$ cat src/rtl/line_cache_pkg.sv
package line_cache_pkg;
   typedef enum logic [1:0] {
      FS_IDLE  = 2'd0,
      FS_REQ   = 2'd1,
      FS_BEATS = 2'd2
   } fill_state_t;
endpackage

$ cat src/rtl/lc_fill_ctrl.sv
module lc_fill_ctrl
   import line_cache_pkg::*;
#(
   parameter int LINE_WORDS = 16,
   localparam int IDX_W = $clog2(LINE_WORDS)
) (
   input  logic             clk,
   input  logic             rst_n,
   input  logic             start,
   input  logic             waitreq,
   input  logic             rdvalid,
   output fill_state_t      state,
   output logic [IDX_W-1:0] beat_idx,
   output logic             beat_we,
   output logic             fill_done,
   output logic             stray
);
   localparam logic [IDX_W-1:0] LAST_IDX = IDX_W'(LINE_WORDS - 1);

   fill_state_t      state_q;
   logic [IDX_W-1:0] cnt_q;

   assign state     = state_q;
   assign beat_idx  = cnt_q;
   assign beat_we   = (state_q == FS_BEATS) && rdvalid;
   assign fill_done = beat_we && (cnt_q == LAST_IDX);
   assign stray     = rdvalid && (state_q != FS_BEATS);

   always_ff @(posedge clk or negedge rst_n) begin
      if (!rst_n) begin
         state_q <= FS_IDLE;
         cnt_q   <= '0;
      end else begin
         unique case (state_q)
            FS_IDLE: begin
               if (start) begin
                  state_q <= FS_REQ;
                  cnt_q   <= '0;
               end
            end
            FS_REQ: begin
               if (!waitreq) state_q <= FS_BEATS;
            end
            FS_BEATS: begin
               if (rdvalid) begin
                  cnt_q <= cnt_q + 1'b1;
                  if (cnt_q == LAST_IDX) state_q <= FS_IDLE;
               end
            end
            default: state_q <= FS_IDLE;
         endcase
      end
   end
endmodule

$ cat src/rtl/lc_line_store.sv
module lc_line_store #(
   parameter int WORD_W     = 32,
   parameter int LINE_WORDS = 16,
   localparam int IDX_W = $clog2(LINE_WORDS)
) (
   input  logic              clk,
   input  logic              we,
   input  logic [IDX_W-1:0]  widx,
   input  logic [WORD_W-1:0] wdata,
   input  logic [IDX_W-1:0]  ridx,
   output logic [WORD_W-1:0] rdata
);
   logic [WORD_W-1:0] words [LINE_WORDS];

   for (genvar g = 0; g < LINE_WORDS; g++) begin : g_word
      logic [WORD_W-1:0] q;
      always_ff @(posedge clk) begin
         if (we && (widx == IDX_W'(g))) q <= wdata;
      end
      assign words[g] = q;
   end

   assign rdata = words[ridx];
endmodule

$ cat src/rtl/lc_tag_unit.sv
module lc_tag_unit #(
   parameter int TAG_W = 26
) (
   input  logic             clk,
   input  logic             rst_n,
   input  logic             invalidate,
   input  logic             load,
   input  logic [TAG_W-1:0] load_tag,
   input  logic [TAG_W-1:0] look_tag,
   output logic             hit
);
   logic             valid_q;
   logic [TAG_W-1:0] tag_q;

   assign hit = valid_q && (tag_q == look_tag);

   always_ff @(posedge clk or negedge rst_n) begin
      if (!rst_n) begin
         valid_q <= 1'b0;
         tag_q   <= '0;
      end else if (load) begin
         valid_q <= 1'b1;
         tag_q   <= load_tag;
      end else if (invalidate) begin
         valid_q <= 1'b0;
      end
   end
endmodule

$ cat src/rtl/line_fill_cache.sv
module line_fill_cache
   import line_cache_pkg::*;
#(
   parameter int ADDR_W     = 32,
   parameter int WORD_W     = 32,
   parameter int LINE_WORDS = 16,
   parameter int MIN_BURST  = 8,
   localparam int IDX_W  = $clog2(LINE_WORDS),
   localparam int BYTE_W = $clog2(WORD_W / 8),
   localparam int OFF_W  = IDX_W + BYTE_W,
   localparam int TAG_W  = ADDR_W - OFF_W,
   localparam int BC_W   = $clog2(LINE_WORDS) + 1
) (
   input  logic              clk,
   input  logic              rst_n,
   input  logic              cl_req,
   input  logic [ADDR_W-1:0] cl_addr,
   output logic              cl_ready,
   output logic [WORD_W-1:0] cl_data,
   output logic [ADDR_W-1:0] bus_addr,
   output logic              bus_read,
   output logic [BC_W-1:0]   bus_burstcount,
   input  logic              bus_waitrequest,
   input  logic [WORD_W-1:0] bus_readdata,
   input  logic              bus_readdatavalid,
   output logic              stray_err
);
   if (LINE_WORDS < MIN_BURST) begin : g_bad_burst
      $error("line length below the minimum burst");
   end
   if (MIN_BURST < 8) begin : g_bad_min
      $error("minimum burst must be at least 8 beats");
   end
   if ((1 << IDX_W) != LINE_WORDS) begin : g_bad_pow2
      $error("line length must be a power of two");
   end
   if ((WORD_W % 8) != 0 || (1 << BYTE_W) * 8 != WORD_W) begin : g_bad_word
      $error("word width must be a power-of-two number of bytes");
   end

   fill_state_t      state;
   logic [IDX_W-1:0] beat_idx;
   logic             beat_we, fill_done, stray, hit;
   logic [WORD_W-1:0] store_rd;

   logic [TAG_W-1:0] base_tag_q;
   logic [IDX_W-1:0] pend_idx_q;
   logic [WORD_W-1:0] data_q;
   logic             err_q;

   logic [TAG_W-1:0] req_tag;
   logic [IDX_W-1:0] req_idx;
   logic             accept, miss_start;

   assign req_tag    = cl_addr[ADDR_W-1:OFF_W];
   assign req_idx    = cl_addr[OFF_W-1:BYTE_W];
   assign cl_ready   = (state == FS_IDLE);
   assign accept     = cl_req && cl_ready;
   assign miss_start = accept && !hit;

   lc_fill_ctrl #(.LINE_WORDS(LINE_WORDS)) u_ctrl (
      .clk      (clk),
      .rst_n    (rst_n),
      .start    (miss_start),
      .waitreq  (bus_waitrequest),
      .rdvalid  (bus_readdatavalid),
      .state    (state),
      .beat_idx (beat_idx),
      .beat_we  (beat_we),
      .fill_done(fill_done),
      .stray    (stray)
   );

   lc_line_store #(.WORD_W(WORD_W), .LINE_WORDS(LINE_WORDS)) u_store (
      .clk  (clk),
      .we   (beat_we),
      .widx (beat_idx),
      .wdata(bus_readdata),
      .ridx (req_idx),
      .rdata(store_rd)
   );

   lc_tag_unit #(.TAG_W(TAG_W)) u_tag (
      .clk       (clk),
      .rst_n     (rst_n),
      .invalidate(miss_start),
      .load      (fill_done),
      .load_tag  (base_tag_q),
      .look_tag  (req_tag),
      .hit       (hit)
   );

   always_ff @(posedge clk or negedge rst_n) begin
      if (!rst_n) begin
         base_tag_q <= '0;
         pend_idx_q <= '0;
         data_q     <= '0;
         err_q      <= 1'b0;
      end else begin
         if (stray) err_q <= 1'b1;
         if (accept) begin
            pend_idx_q <= req_idx;
            if (hit) data_q     <= store_rd;
            else     base_tag_q <= req_tag;
         end
         if (beat_we && (beat_idx == pend_idx_q)) data_q <= bus_readdata;
      end
   end

   assign cl_data        = data_q;
   assign stray_err      = err_q;
   assign bus_read       = (state == FS_REQ);
   assign bus_addr       = {base_tag_q, {OFF_W{1'b0}}};
   assign bus_burstcount = BC_W'(LINE_WORDS);
endmodule

$ cat config.mk
export PLATFORM = sky130hd
export DESIGN_NAME = line_fill_cache
export DESIGN_NICKNAME = d
export VERILOG_FILES = /design/src/rtl/line_cache_pkg.sv /design/src/rtl/lc_fill_ctrl.sv /design/src/rtl/lc_line_store.sv /design/src/rtl/lc_tag_unit.sv /design/src/rtl/line_fill_cache.sv
export SDC_FILE = /design/constraint.sdc
export NUM_CORES = 1
export LEC_CHECK = 0
export BUFFER_PORTS_ARGS = -buffer_cell sky130_fd_sc_hd__buf_2
export CAP_MARGIN = 20
export CORE_MARGIN = 3
export CORE_UTILIZATION = 48
export CTS_CLUSTER_DIAMETER = 100
export CTS_CLUSTER_SIZE = 20
export DETAILED_ROUTE_END_ITERATION = 8
export PLACE_DENSITY_LB_ADDON = 0.2
export SLEW_MARGIN = 30
export SYNTH_ARGS = -nofsm -noshare
export SYNTH_HDL_FRONTEND = slang
export SYNTH_HIERARCHICAL = 1
export SYNTH_SLANG_ARGS = --single-unit
$ cat constraint.sdc
create_clock -name clk -period 9.2 [get_ports clk]
set_input_delay 1.84 -clock clk [delete_from_list [all_inputs] [get_ports clk]]
set_output_delay 1.84 -clock clk [all_outputs]
set_load 0.1 [all_outputs]
==> impl_metrics.ini <==
[pwr]
seq_power_share = 0.492
pwr-share-comb = 0.266
ir_worst_vdd_mv = 0.324
power.density_cell_area_nw_per_um2 = 255
power.switching_mw = 2.37
pwr-share-clk = 0.242
static-leakage-power_nw = 8.92
internal_power_mw = 4.34
power_switching_share = 0.353

[placement]
numPortBuffers = 127
placed_area_um2 = 25200
gp_congestion = 0.726
placed_cells = 1884
dpl.hpwl_um = 27500

[synth]
synth_area_per_cell_um2 = 21.1
synth-main-ff-cell = sky130_fd_sc_hd__edfxtp_1
synthCells = 1129
synth-edff-count = 512
synth-seq-cells = 608
synth_warnings = 6
yosysUniqueCellTypes = 46
syn_area_um2 = 23800
fraction_of_registers_with_async_set_reset = 0.158
synth-seq-area-share = 0.748

[setup_path]
criticalPathCategory = primary input to register
worstSetupStartpointType = primary input
path_max_fanout = 20
startpoint = cl_addr[11]
setup.worst_path.end_class = register
rr_startpoint = u_tag/tag_q[0]
worstPathRequired_ns = 9.64
timing.critical_path.arrival_ns = 4.94

[die]
design.die.area_um2 = 52200
floorplan.initialDensity = 0.492
die_w_um = 229
io_pins = 141
die-height_um = 229
design.core.area_um2 = 48300
num_rows = 80

[timing]
final.setup_skew_ns = 0.0215
hold_viol = 0
fmax_ghz = 0.223
final_min_period_over_clock_period = 0.488
timing.final.max_slew_violations = 0
min_period_ns = 4.49
slew_headroom = 0.378
setup_viol = 0
slew_worst_pin_ns = 0.930
setup_total_negative_slack_ns = 0
grt_setup_unrepaired = false

[clocking]
clock_sink_count = 608
cts.repair_timing.setup_buffer_count = 0
cts_hold_buf = 0
clock-root-buffer = sky130_fd_sc_hd__clkbuf_16
cts-htree-levels = 2
clock_tree_from_tritoncts = built
cts_inserted_buffers = 36
clock_tree.buffer_depth = 3
clk_pin_slew_worst_paths_ns = 0.08
clk_latency_ns = 0.56
count_of_cells_resized_by_post_cts_repair = 0

[layout]
final_util = 0.544
flow.area_growth_from_synthesis_pct = 10.7
post_route_cells_drive_above_1_share = 0.367
finish.net_count = 1336
finalNonFillerCells = 1952
layout.cell_area.non_filler_um2 = 26300

[drt]
via_count = 11300
detail-route-antenna-nets = 0
wl_per_cell_um = 26.0
first_iter_violations = 1095
post-route-drc-count = 0
route.detailed.vias_per_inst = 5.79
postRouteWirelength_um = 50800
drt-pass1-iter-count = 5

[flow_run]
maxCapViolations = 0

[hold_path]
timing.hold.worst.class = register to register
hold_start = stray_err

[global_route]
grt_overflow = 0
grt_first_pass_wirelength_um = 76100
maximum_number_of_pins_on_one_net_before_global_route_repair = 72
grt_pass1_vias = 11700
grt.total_usage = 0.197
grt_antenna_before_repair = 5

[status]
status = finished clean
==> power groups by stage <==
| stage | Combinational [mW] | Sequential (mW) | Clock [mW] |
|---|---|---|---|
| floorplan | 0.499 | 4.30 | 0 |
| detailed placement | 1.80 | 3.37 | 0 |
| global placement | 1.78 | 3.36 | 0 |
| CTS | 1.80 | 3.30 | 1.68 |
| finish | 1.78 | 3.30 | 1.62 |
| global route | 1.86 | 3.33 | 1.77 |
==> final cells by class <==
type	instances	area, µm²
Fill cell	3724	22000
Sequential cell	608	17800
Multi-Input combinational cell	455	5740
Clock buffer	60	1010
Timing Repair Buffer	157	890
Tap cell	656	821
Clock inverter	4	33.8
Inverter	8	30.0
Antenna cell	4	10.0
==> cells in the final DEF (no fill, tap or decap), types with 4 or more instances in the layout <==
cell,instances
sky130_fd_sc_hd__buf_6,4
sky130_fd_sc_hd__nand3_1,4
sky130_fd_sc_hd__diode_2,4
sky130_fd_sc_hd__clkbuf_1,23
sky130_fd_sc_hd__dfrtp_1,96
sky130_fd_sc_hd__nor2_4,13
sky130_fd_sc_hd__xnor2_1,26
sky130_fd_sc_hd__a22oi_1,65
sky130_fd_sc_hd__mux4_2,128
sky130_fd_sc_hd__clkbuf_16,37
sky130_fd_sc_hd__inv_1,8
sky130_fd_sc_hd__nand2_1,35
sky130_fd_sc_hd__nand4_1,6
sky130_fd_sc_hd__mux2_4,4
sky130_fd_sc_hd__conb_1,11
sky130_fd_sc_hd__edfxtp_1,512
sky130_fd_sc_hd__buf_2,124
sky130_fd_sc_hd__o21ai_0,4
sky130_fd_sc_hd__buf_4,28
sky130_fd_sc_hd__mux2_2,114
==> metal layers <==
metal  track usage  routed length (µm)  up-vias
li1              -                   -     4845
met1         0.290               22300     6074
met2         0.315               24800      334
met3        0.0279                2820       56
met4        0.0472                 882        0
met5             0                   0        -
==> synthesized netlist by cell type, types with 6 or more instances <==
cell type / n / area, µm²
sky130_fd_sc_hd__inv_1: 8 / 30.0
sky130_fd_sc_hd__mux2_2: 114 / 1280
sky130_fd_sc_hd__a22oi_1: 65 / 488
sky130_fd_sc_hd__xnor2_1: 26 / 228
sky130_fd_sc_hd__nand2_1: 35 / 131
sky130_fd_sc_hd__clkbuf_1: 24 / 90.1
sky130_fd_sc_hd__nand4_1: 6 / 37.5
sky130_fd_sc_hd__dfrtp_1: 96 / 2400
sky130_fd_sc_hd__nor2_1: 17 / 63.8
sky130_fd_sc_hd__buf_2: 9 / 45.0
sky130_fd_sc_hd__buf_4: 21 / 158
sky130_fd_sc_hd__edfxtp_1: 512 / 15400
sky130_fd_sc_hd__mux4_2: 128 / 2880
sky130_fd_sc_hd__buf_6: 8 / 90.1
==> worst max-delay path, stage by stage <==
cell,delay [ns]
sky130_fd_sc_hd__buf_2,0.11
sky130_fd_sc_hd__xnor2_1,0.17
sky130_fd_sc_hd__nand4_1,0.12
sky130_fd_sc_hd__or4_1,0.56
sky130_fd_sc_hd__nor4_2,0.39
sky130_fd_sc_hd__and3_2,0.58
sky130_fd_sc_hd__buf_4,0.47
sky130_fd_sc_hd__mux2_2,0.38
sky130_fd_sc_hd__mux2_2,0.26
==> sequential cells by signal, indices dropped and copies added, names as in the netlist <==
signal	cells
u_store/g_word.q	512
u_tag/tag_q	26
pend_idx_q	4
cl_data	32
u_ctrl/state	2
base_tag_q	26
stray_err	1
u_tag/valid_q	1
u_ctrl/beat_idx	4
==> logic make-up (layout without fill, tap and decap cells) <==
kind of cell               count (synthesis)  count (layout)  share of synthesized area
AOI/OAI and AO/OA                         77              77                     0.0242
buffers and inverters                     75             229                     0.0182
xor gates and xnor gates                  27              27                    0.00995
DFF                                      608             608                      0.748
muxes                                    251             251                      0.180
adders and majority gates                  1               1                   0.000526
other                                      2              15                   0.000316
and+or+nand+nor                           88              88                     0.0191
==> through the flow <==
stage	setup slack [ns]	power, mW	hold slack [ns]
after floorplan	4.01	4.80	0.453
after global placement	4.09	5.14	0.449
after detailed placement	4.02	5.17	0.458
after CTS	4.63	6.79	0.481
after global routing	4.49	6.96	0.506
final	4.71	6.71	0.476
==> final timing paths <==
kind                                   to  slack (ns)  depth (start not counted)
max in group asynchronous  base_tag_q[22]        6.91                          2
min reg2reg                     stray_err        0.48                          1
min in group asynchronous      cl_data[6]        1.27                          1
max reg2reg                   cl_data[16]        5.70                          8
max                           cl_data[16]        4.71                          9
min                             stray_err        0.48                          1
(Power assumes the default switching activity.)
